**config.mk**
```make
export PLATFORM = sky130hd
export DESIGN_NAME = ds_heightmap
export DESIGN_NICKNAME = d
export VERILOG_FILES = /design/src/rtl/ds_pkg.sv /design/src/rtl/ds_bank.sv /design/src/rtl/ds_point.sv /design/src/rtl/ds_seq.sv /design/src/rtl/ds_heightmap.sv
export SDC_FILE = /design/constraint.sdc
export NUM_CORES = 2
export LEC_CHECK = 0
export ABC_AREA = 1
export ABC_CLOCK_PERIOD_IN_PS = 24000
export BUFFER_PORTS_ARGS = -buffer_cell sky130_fd_sc_hd__clkbuf_2
export CORE_MARGIN = 2
export CORE_UTILIZATION = 40
export DETAILED_ROUTE_END_ITERATION = 10
export PLACE_DENSITY = 0.53
export SETUP_SLACK_MARGIN = 0.05
export SKIP_CTS_REPAIR_TIMING = 1
export SYNTH_ARGS = -nofsm -noshare
export SYNTH_HDL_FRONTEND = slang
export SYNTH_HIERARCHICAL = 1
export SYNTH_SLANG_ARGS = --single-unit
```
**constraint.sdc**
```tcl
create_clock -name clk -period 24 [get_ports clk]
set_clock_uncertainty 0.05 [all_clocks]
set_input_delay 2.4 -clock clk [delete_from_list [all_inputs] [get_ports clk]]
set_output_delay 2.4 -clock clk [all_outputs]
set_load 0.02 [all_outputs]
```
**src/rtl/ds_pkg.sv**
```systemverilog
package ds_pkg;

    typedef enum logic [2:0] {
        ST_IDLE, ST_CORNER, ST_RDA, ST_WTA, ST_RDB, ST_WTB, ST_CALC, ST_DONE
    } ds_state_e;

    typedef enum logic {PASS_DIAMOND, PASS_SQUARE} ds_pass_e;

    // toroidal index step down, period span
    function automatic logic [15:0] idx_minus(input logic [15:0] a,
                                              input logic [15:0] h,
                                              input logic [15:0] span);
        return (a >= h) ? (a - h) : (a + span - h);
    endfunction

    // toroidal index step up, period span
    function automatic logic [15:0] idx_plus(input logic [15:0] a,
                                             input logic [15:0] h,
                                             input logic [15:0] span);
        return ((a + h) > span) ? (a + h - span) : (a + h);
    endfunction

    // number of random bits kept shrinks with depth, never below one
    function automatic logic [7:0] noise_mask(input logic [3:0] depth);
        logic [3:0] bits;
        bits = (depth >= 4'd7) ? 4'd1 : (4'd8 - depth);
        return 8'((9'd1 << bits) - 9'd1);
    endfunction

    // floor average plus noise, clipped at full scale
    function automatic logic [7:0] blend(input logic [9:0] sum4,
                                         input logic [7:0] noise);
        logic [8:0] t;
        t = {1'b0, sum4[9:2]} + {1'b0, noise};
        return t[8] ? 8'hFF : t[7:0];
    endfunction

endpackage

```
**src/rtl/ds_bank.sv**
```systemverilog
module ds_bank #(
    parameter int DEPTH = 17,
    parameter int AW    = 5
) (
    input  logic          clk,
    input  logic          we,
    input  logic [AW-1:0] waddr,
    input  logic [7:0]    wdata,
    input  logic [AW-1:0] raddr,
    output logic [7:0]    rdata
);
    logic [7:0] mem [DEPTH];

    always_ff @(posedge clk) begin
        if (we)
            mem[waddr] <= wdata;
        rdata <= mem[raddr];
    end
endmodule

```
**src/rtl/ds_point.sv**
```systemverilog
module ds_point
    import ds_pkg::*;
(
    input  logic       clk,
    input  logic       rst_n,
    input  logic       cap_a,
    input  logic       cap_b,
    input  logic       is_sq,
    input  logic [7:0] q_mid,
    input  logic [7:0] q_left,
    input  logic [7:0] q_right,
    input  logic [7:0] noise_i,
    input  logic [3:0] depth,
    output logic [7:0] value_o
);
    logic [7:0] op0, op1, op2, op3;
    logic [9:0] sum4;

    always_ff @(posedge clk or negedge rst_n) begin
        if (!rst_n) begin
            op0 <= '0;
            op1 <= '0;
            op2 <= '0;
            op3 <= '0;
        end else begin
            if (cap_a) begin
                if (is_sq) begin
                    op0 <= q_mid;
                    op1 <= q_left;
                    op2 <= q_right;
                end else begin
                    op0 <= q_left;
                    op1 <= q_right;
                end
            end
            if (cap_b) begin
                if (is_sq) begin
                    op3 <= q_mid;
                end else begin
                    op2 <= q_left;
                    op3 <= q_right;
                end
            end
        end
    end

    always_comb begin
        sum4    = {2'b0, op0} + {2'b0, op1} + {2'b0, op2} + {2'b0, op3};
        value_o = blend(sum4, noise_i & noise_mask(depth));
    end
endmodule

```
**src/rtl/ds_seq.sv**
```systemverilog
module ds_seq
    import ds_pkg::*;
#(
    parameter int N  = 4,
    parameter int W  = N + 1,
    parameter int HW = 2
) (
    input  logic          clk,
    input  logic          rst_n,
    input  logic          start,
    output ds_state_e     state_o,
    output ds_pass_e      pass_o,
    output logic [W-1:0]  row_o,
    output logic [W-1:0]  col_o,
    output logic [HW-1:0] hl_o,
    output logic [1:0]    corner_o,
    output logic          wr_en,
    output logic          cap_a,
    output logic          cap_b,
    output logic          rnd_take,
    output logic          done
);
    localparam logic [W:0] SPAN = (W+1)'(2**N);

    ds_state_e  nxt;
    logic [W:0] hx, ncol, nrow1, nrow2;
    logic       col_fits, row1_fits, row2_fits, last_pt, kick;

    always_comb begin
        hx        = (W+1)'(1) << hl_o;
        ncol      = {1'b0, col_o} + (hx << 1);
        nrow1     = {1'b0, row_o} + hx;
        nrow2     = {1'b0, row_o} + (hx << 1);
        col_fits  = (ncol <= SPAN);
        row1_fits = (nrow1 <= SPAN);
        row2_fits = (nrow2 <= SPAN);
        last_pt   = (pass_o == PASS_SQUARE) && !col_fits && !row1_fits && (hl_o == '0);
        kick      = start && ((state_o == ST_IDLE) || (state_o == ST_DONE));
    end

    // state register
    always_ff @(posedge clk or negedge rst_n) begin
        if (!rst_n) state_o <= ST_IDLE;
        else        state_o <= nxt;
    end

    // next state
    always_comb begin
        nxt = state_o;
        unique case (state_o)
            ST_IDLE:   if (start) nxt = ST_CORNER;
            ST_CORNER: if (corner_o == 2'd3) nxt = ST_RDA;
            ST_RDA:    nxt = ST_WTA;
            ST_WTA:    nxt = ST_RDB;
            ST_RDB:    nxt = ST_WTB;
            ST_WTB:    nxt = ST_CALC;
            ST_CALC:   nxt = last_pt ? ST_DONE : ST_RDA;
            ST_DONE:   if (start) nxt = ST_CORNER;
            default:   nxt = ST_IDLE;
        endcase
    end

    // outputs
    always_comb begin
        wr_en    = (state_o == ST_CORNER) || (state_o == ST_CALC);
        cap_a    = (state_o == ST_WTA);
        cap_b    = (state_o == ST_WTB);
        rnd_take = (state_o == ST_CALC);
        done     = (state_o == ST_DONE);
    end

    // position counters
    always_ff @(posedge clk or negedge rst_n) begin
        if (!rst_n) begin
            corner_o <= '0;
            hl_o     <= '0;
            pass_o   <= PASS_DIAMOND;
            row_o    <= '0;
            col_o    <= '0;
        end else if (kick) begin
            corner_o <= '0;
            hl_o     <= HW'(N - 1);
            pass_o   <= PASS_DIAMOND;
            row_o    <= W'(2**(N-1));
            col_o    <= W'(2**(N-1));
        end else if (state_o == ST_CORNER) begin
            corner_o <= corner_o + 2'd1;
        end else if (state_o == ST_CALC) begin
            if (pass_o == PASS_DIAMOND) begin
                if (col_fits) begin
                    col_o <= W'(ncol);
                end else if (row2_fits) begin
                    row_o <= W'(nrow2);
                    col_o <= W'(hx);
                end else begin
                    pass_o <= PASS_SQUARE;
                    row_o  <= '0;
                    col_o  <= W'(hx);
                end
            end else begin
                if (col_fits) begin
                    col_o <= W'(ncol);
                end else if (row1_fits) begin
                    row_o <= W'(nrow1);
                    col_o <= nrow1[hl_o] ? '0 : W'(hx);
                end else if (hl_o != '0) begin
                    hl_o   <= hl_o - 1'b1;
                    pass_o <= PASS_DIAMOND;
                    row_o  <= W'(hx >> 1);
                    col_o  <= W'(hx >> 1);
                end
            end
        end
    end
endmodule

```
**src/rtl/ds_heightmap.sv**
```systemverilog
module ds_heightmap
    import ds_pkg::*;
#(
    parameter int N = 4
) (
    input  logic         clk,
    input  logic         rst_n,
    input  logic         start,
    input  logic [7:0]   corner_tl,
    input  logic [7:0]   corner_tr,
    input  logic [7:0]   corner_bl,
    input  logic [7:0]   corner_br,
    input  logic [7:0]   rnd_i,
    output logic         rnd_take,
    output logic         done,
    input  logic [N:0]   rd_row,
    input  logic [N:0]   rd_col,
    output logic [7:0]   rd_q
);
    localparam int W    = N + 1;
    localparam int SIDE = 2**N + 1;
    localparam int HW   = (N > 1) ? $clog2(N) : 1;
    localparam logic [15:0]  SPAN16 = 16'(2**N);
    localparam logic [W-1:0] EDGE   = W'(2**N);

    ds_state_e     state;
    ds_pass_e      pass;
    logic [W-1:0]  row, col, up, dn, lf, rt;
    logic [HW-1:0] hl;
    logic [1:0]    corner;
    logic          wr_en, cap_a, cap_b;
    logic [15:0]   h16;
    logic [3:0]    depth;
    logic [7:0]    value;

    logic [W-1:0]  bank_ra [SIDE];
    logic [7:0]    bank_q  [SIDE];
    logic [SIDE-1:0] bank_we;
    logic [W-1:0]  wr_row, wr_col;
    logic [7:0]    wr_data;
    logic [7:0]    q_mid, q_left, q_right;
    logic [W-1:0]  rd_col_q;
    logic          rd_phase, phase_b;

    ds_seq #(.N(N), .W(W), .HW(HW)) u_seq (
        .clk(clk), .rst_n(rst_n), .start(start),
        .state_o(state), .pass_o(pass), .row_o(row), .col_o(col),
        .hl_o(hl), .corner_o(corner), .wr_en(wr_en),
        .cap_a(cap_a), .cap_b(cap_b), .rnd_take(rnd_take), .done(done)
    );

    // neighbour indices, wrapping on a period of 2^N
    always_comb begin
        h16   = 16'(1) << hl;
        up    = W'(idx_minus(16'(row), h16, SPAN16));
        dn    = W'(idx_plus (16'(row), h16, SPAN16));
        lf    = W'(idx_minus(16'(col), h16, SPAN16));
        rt    = W'(idx_plus (16'(col), h16, SPAN16));
        depth = 4'(N - 1) - 4'(hl);
        rd_phase = (state == ST_RDA) || (state == ST_RDB);
        phase_b  = (state == ST_RDB);
    end

    // per-bank read address routing
    always_comb begin
        for (int k = 0; k < SIDE; k++) begin
            bank_ra[k] = rd_row;
            if (rd_phase) begin
                if (pass == PASS_DIAMOND) begin
                    if (int'(lf) == k || int'(rt) == k)
                        bank_ra[k] = phase_b ? dn : up;
                end else begin
                    if (int'(col) == k)
                        bank_ra[k] = phase_b ? dn : up;
                    if (int'(lf) == k || int'(rt) == k)
                        bank_ra[k] = row;
                end
            end
        end
    end

    // column selection of bank outputs
    always_comb begin
        q_mid   = '0;
        q_left  = '0;
        q_right = '0;
        rd_q    = '0;
        for (int k = 0; k < SIDE; k++) begin
            if (int'(col) == k)      q_mid   = bank_q[k];
            if (int'(lf) == k)       q_left  = bank_q[k];
            if (int'(rt) == k)       q_right = bank_q[k];
            if (int'(rd_col_q) == k) rd_q    = bank_q[k];
        end
    end

    always_ff @(posedge clk or negedge rst_n) begin
        if (!rst_n) rd_col_q <= '0;
        else        rd_col_q <= rd_col;
    end

    // write path: corners first, then computed points
    always_comb begin
        wr_row  = row;
        wr_col  = col;
        wr_data = value;
        if (state == ST_CORNER) begin
            unique case (corner)
                2'd0: begin wr_row = '0;   wr_col = '0;   wr_data = corner_tl; end
                2'd1: begin wr_row = '0;   wr_col = EDGE; wr_data = corner_tr; end
                2'd2: begin wr_row = EDGE; wr_col = '0;   wr_data = corner_bl; end
                default: begin wr_row = EDGE; wr_col = EDGE; wr_data = corner_br; end
            endcase
        end
        for (int k = 0; k < SIDE; k++)
            bank_we[k] = wr_en && (int'(wr_col) == k);
    end

    ds_point u_point (
        .clk(clk), .rst_n(rst_n), .cap_a(cap_a), .cap_b(cap_b),
        .is_sq(pass == PASS_SQUARE), .q_mid(q_mid), .q_left(q_left),
        .q_right(q_right), .noise_i(rnd_i), .depth(depth), .value_o(value)
    );

    for (genvar g = 0; g < SIDE; g++) begin : g_col
        ds_bank #(.DEPTH(SIDE), .AW(W)) u_bank (
            .clk(clk), .we(bank_we[g]), .waddr(wr_row), .wdata(wr_data),
            .raddr(bank_ra[g]), .rdata(bank_q[g])
        );
    end
endmodule

```
# Word-level counts from Yosys, hierarchy flattened
# Memories as Yosys holds them, arrays and structs flattened. A register that Yosys moved wholly into a read port is not among the register bits.
# Index checks and enable logic that the tools add are counted.
# classes
order_cmp,9
bitwise,1
n_shift,3
n_mux,248
n_reduce_logical,64
n_eq_ne,97
add_sub_neg,22
# ops
operator,count
$mux W8,77
$mux W5,111
$eq A5 B5 Y1 const B,45
$eq A5 B4 Y1 const B,20
$eq A5 B3 Y1 const B,10
$mux W1,44
$add A5 B16 Y16,2
$ge A5 B16 Y1,2
$gt A16 B5 Y1 const B,2
$eq A5 B2 Y1 const B,5
$logic_not A5 Y1,5
$pmux W8 S3,1
$logic_and A1 B1 Y1,21
$pmux W3 S7,1
$add A10 B8 Y10,2
$logic_or A1 B1 Y1,20
$sub A5 B5 Y5,4
$add A5 B6 Y6,3
$add A8 B8 Y9,2
$le A6 B5 Y1 const B,3
$mux W2,9
$shl A1 B2 Y16 const A,1
$eq A3 B3 Y1 const B,4
$add A5 B5 Y5 const B,2
other kinds (31),48
# totals
ram_bits,2312
n_memories,17
input_bits,53
ff_bits,55
output_inout_bits,10
# memory_table
memory,words,width,rd,rd_clocked_by_memory_dff,wr,line_no,text
g_col[0].u_bank.mem,17,8,1,1,1,ds_bank.sv:12,logic [7:0] mem [DEPTH];
g_col[10].u_bank.mem,17,8,1,1,1,ds_bank.sv:12,
g_col[11].u_bank.mem,17,8,1,1,1,ds_bank.sv:12,
g_col[12].u_bank.mem,17,8,1,1,1,ds_bank.sv:12,
g_col[13].u_bank.mem,17,8,1,1,1,ds_bank.sv:12,
g_col[14].u_bank.mem,17,8,1,1,1,ds_bank.sv:12,
+11 memories,--,--,--,--,--,--,

# Depth between registers and ports, before layout
# depth
word_depth,26
depth_mapped,33
ltp_nobuf,32

# Hierarchy
# Netlist, hierarchy kept.
# modules_own_cells
mod,cells_each,seq_area_each_um2,n_inst,area_each_um2
ds_bank,493,4244.1,17,5814.3
ds_heightmap,2179,125.1,1,10597.7
ds_point,379,800.8,1,2822.7
ds_seq,269,450.4,1,1825.5

# Least setup slack after synthesis
# Ideal clock, no wire load.
# synth_timing
kind,input port to flip-flop
startpoint,input port corner_tr[0]
endpoint,memory g_col[0].u_bank.mem[0][0] (data pin)
setup_slack_ps,7742
cell_stages,4
arrival_ps,13765
t_required_ps,21507
cell_sequence,nand2_1 nand2_1 a221oi_1 o21ai_0
# synth_between
elab_chain_len,2
# synth_rtl
item,line_no,text
start: declaration,ds_heightmap.sv:10,"input logic [7:0] corner_tr,"
$pmux W8 S3,ds_heightmap.sv:107,unique case (corner)
$mux W8,ds_heightmap.sv:106,if (state == ST_CORNER) begin
via wr_data[0],ds_heightmap.sv:40,logic [7:0] wr_data;
end: declaration,ds_bank.sv:12,
# The timed path passes the listed nets, and every way through them passes these cells.

==> results.toml <==
[outcome]
status = "finished clean"

[floorplanning]
core-area_um2 = 284000
ioPinCount = 63
start_util_pct = 40.1
die_w_um = 538
die_area_um2 = 290000
die_y_um = 538
rows = 196

[final_layout]
final_util_pct = 44.2
nNetsFinal = 11300
drive_gt1_share_pct = 7.21
fillers = 26800
syn_to_final_growth_pct = 10.1

[logic_synthesis]
postSynthAreaPerCell_um2 = 10.2
synth_area_leaders = "edfxtp_1 61%, nand2_1 14%, nand3_1 8.2%"
yosys.area.top_type = "edfxtp_1"
ys_seq_elements = 2503
yosysMostFrequentCell = "nand2_1"
yosysUniqueCellTypes = 68
synth_edf_count = 2312
ys_seq_area_share_pct = 64.4
synth_top_area_share_pct = 60.9
syn_area_um2 = 114000
synth_ff_type = "edfxtp_1"
yosys_warnings = 6
async_flop_share_pct = 2.20
ys_top_cells_by_count = "4132 x nand2_1, 2312 x edfxtp_1, 1858 x nand3_1, 616 x nor2_1, 443 x inv_1"
synth_cells = 11200

[timing]
setup_viol = 0
fmax_mhz = 140
final_hold_viol_count = 0
rsz0062_at_grt = "no"
fin_ws_ns = 16.84
tns_ns = 0
min_period_ns = 7.16
fin_crit_sh_pct = 29.8
relSlewSlack_pct = 7.51
maxSlewViolCount = 0
tightest_slew_ns = 1.38

[clock_tree]
root_buffer = "clkbuf_16"
cts_tree = "built"
htree_levels = 5
numCtsBuffers = 279
insertion_delay_ns = 0.91
clk_pin_slew_ns = 0.06
cts_max_path_buffers = 4
clock_sinks = 2503

[setup_path]
cp_max_fo = 65
max_stage_delay_ns = 0.67
startpoint_type = "flip-flop"
cp_data_required_time_ns = 24.69
path_buf_inv = 6
crit_family = "simple AND/OR/NAND/NOR gates"
reg2reg_slack_ns = 16.84
reg2reg_depth = 26
worstSetupPathType = "reg2reg"
crit_top_cell = "nand2_1"
arrival_ns = 7.86
cp-end-kind = "flip-flop"
cp_num_cells = 26
slowest_stage = "fa_1"

[placement]
pre_cts_slack_ns = 16.91
dpl.hpwl_um = 214000
port_buffers = 62
routabilityCongestion = 0.980

[global_routing]
grt_start_max_net_pins = 139
gr-total-overflow = 0
track_usage_pct = 23.3
grt_antenna_before_repair = 10
grt_pass1_wl_um = 511000
grt_pass1_vias = 78000

[detailed_routing]
remaining_drc_errors = 0
wl_um = 346000
wl_per_cell_um = 22.8
vias_per_cell = 5.42
drtPass1Iterations = 6
ant_nets = 0
routed-via-count = 82100
drtIter0Drc = 8230

[hold_path]
holdPathStages = 2
hp-class = "reg2reg"

[job]
drv_cap = 0
-- cells in the final DEF, fill, tap and decap left out, types with 17 or more instances in the layout --
cell type  Yosys  routed
a21oi_1      178     177
buf_4        159     141
bufinv_16      0      27
clkbuf_1      78      69
clkbuf_16      0     287
clkbuf_2       0      62
clkbuf_8      34      17
clkinv_1       6      46
clkinv_2       0      37
dfrtp_1       55      54
dfxtp_1      136     136
edfxtp_1    2312    2312
fa_1          27      27
ha_1          60      60
inv_1        443     437
inv_2         59      60
nand2_1     4132    4122
nand2_2       22      32
nand3_1     1858    1857
nand4_1       94      94
nor2_1       616     616
nor2_2        19      19
nor3_1        17      17
nor4_1        18      17
o211ai_1      43      43
o21ai_0      330     312
o21ai_1       31      39
o221ai_1      20      20
o31ai_4        0      18
-- worst paths after layout --
path / from / endpoint
hold reg to reg: g_col[2].u_bank/mem[16][6] / g_col[2].u_bank/rdata[6]
setup reg to reg: u_seq/hl_o[0] / g_col[6].u_bank/rdata[5]
hold / removal: g_col[2].u_bank/mem[16][6] / g_col[2].u_bank/rdata[6]
setup / recovery: u_seq/hl_o[0] / g_col[6].u_bank/rdata[5]
max in group asynchronous: rst_n / u_seq/pass_o
min in group asynchronous: rst_n / u_point/op3[7]
-- through the flow --
stage / cells / hold WS, ns / instance area (um2)
floorplan: 11200 / 0.365 / 114000
global placement: 14600 / 0.377 / 116000
detailed placement: 14600 / 0.376 / 116000
CTS: 15100 / 0.361 / 126000
global route: 15100 / 0.396 / 126000
finish: 15100 / 0.370 / 126000
-- routing by layer --
layer / GRT usage, % / part of all wire, % / up-vias
met3: 3.24 / 6.5 / 597
met4: 6.66 / 2.8 / 0
li1: - / - / 38200
met2: 37.0 / 46 / 3096
met1: 33.4 / 45 / 40200
met5: 0 / 0 / -
-- tightest hold or removal path, delay by kind of cell, from the launching register on --
family           cells  cell delay (ns)
DFF                  1             0.32
and+or+nand+nor      2             0.10
-- registers in the layout (all words and copies together), names as in the netlist --
name	flops
u_point/op1	8
u_seq/row_o	5
u_point/op3	8
u_point/op0	8
g_col.u_bank/rdata	136
u_seq/hl_o	2
u_seq/pass_o	1
rd_col_q	5
u_point/op2	8
u_seq/col_o	5
g_col.u_bank/mem	2312
u_seq/state_o	3
u_seq/corner_o	2
-- final cells by class --
class                      count  area, um2  area share (%)
antenna                        4       10.0         0.00797
clock buffer                 373       7670            6.11
clock inverter               132       1620            1.29
inverter                     514       1960            1.56
multi-input combinational   7646      34600            27.6
sequential                  2503      73500            58.5
tap                         3762       4710            3.75
timing repair buffer         209       1490            1.19
-- kinds of logic after synthesis --
family	synth area share [%]
AO/OA/AOI/OAI	3.42
AND/OR/NAND/NOR	25.2
multiplexers	0.00877
buffers and inverters	5.60
other	0.00329
XOR/XNOR	0.169
flip-flops	64.4
adder cells (fa/ha/maj)	1.13
Power is left out: the tool's default activity adds up to more than one toggle a clock period on the data nets, which glitch-free logic cannot reach.
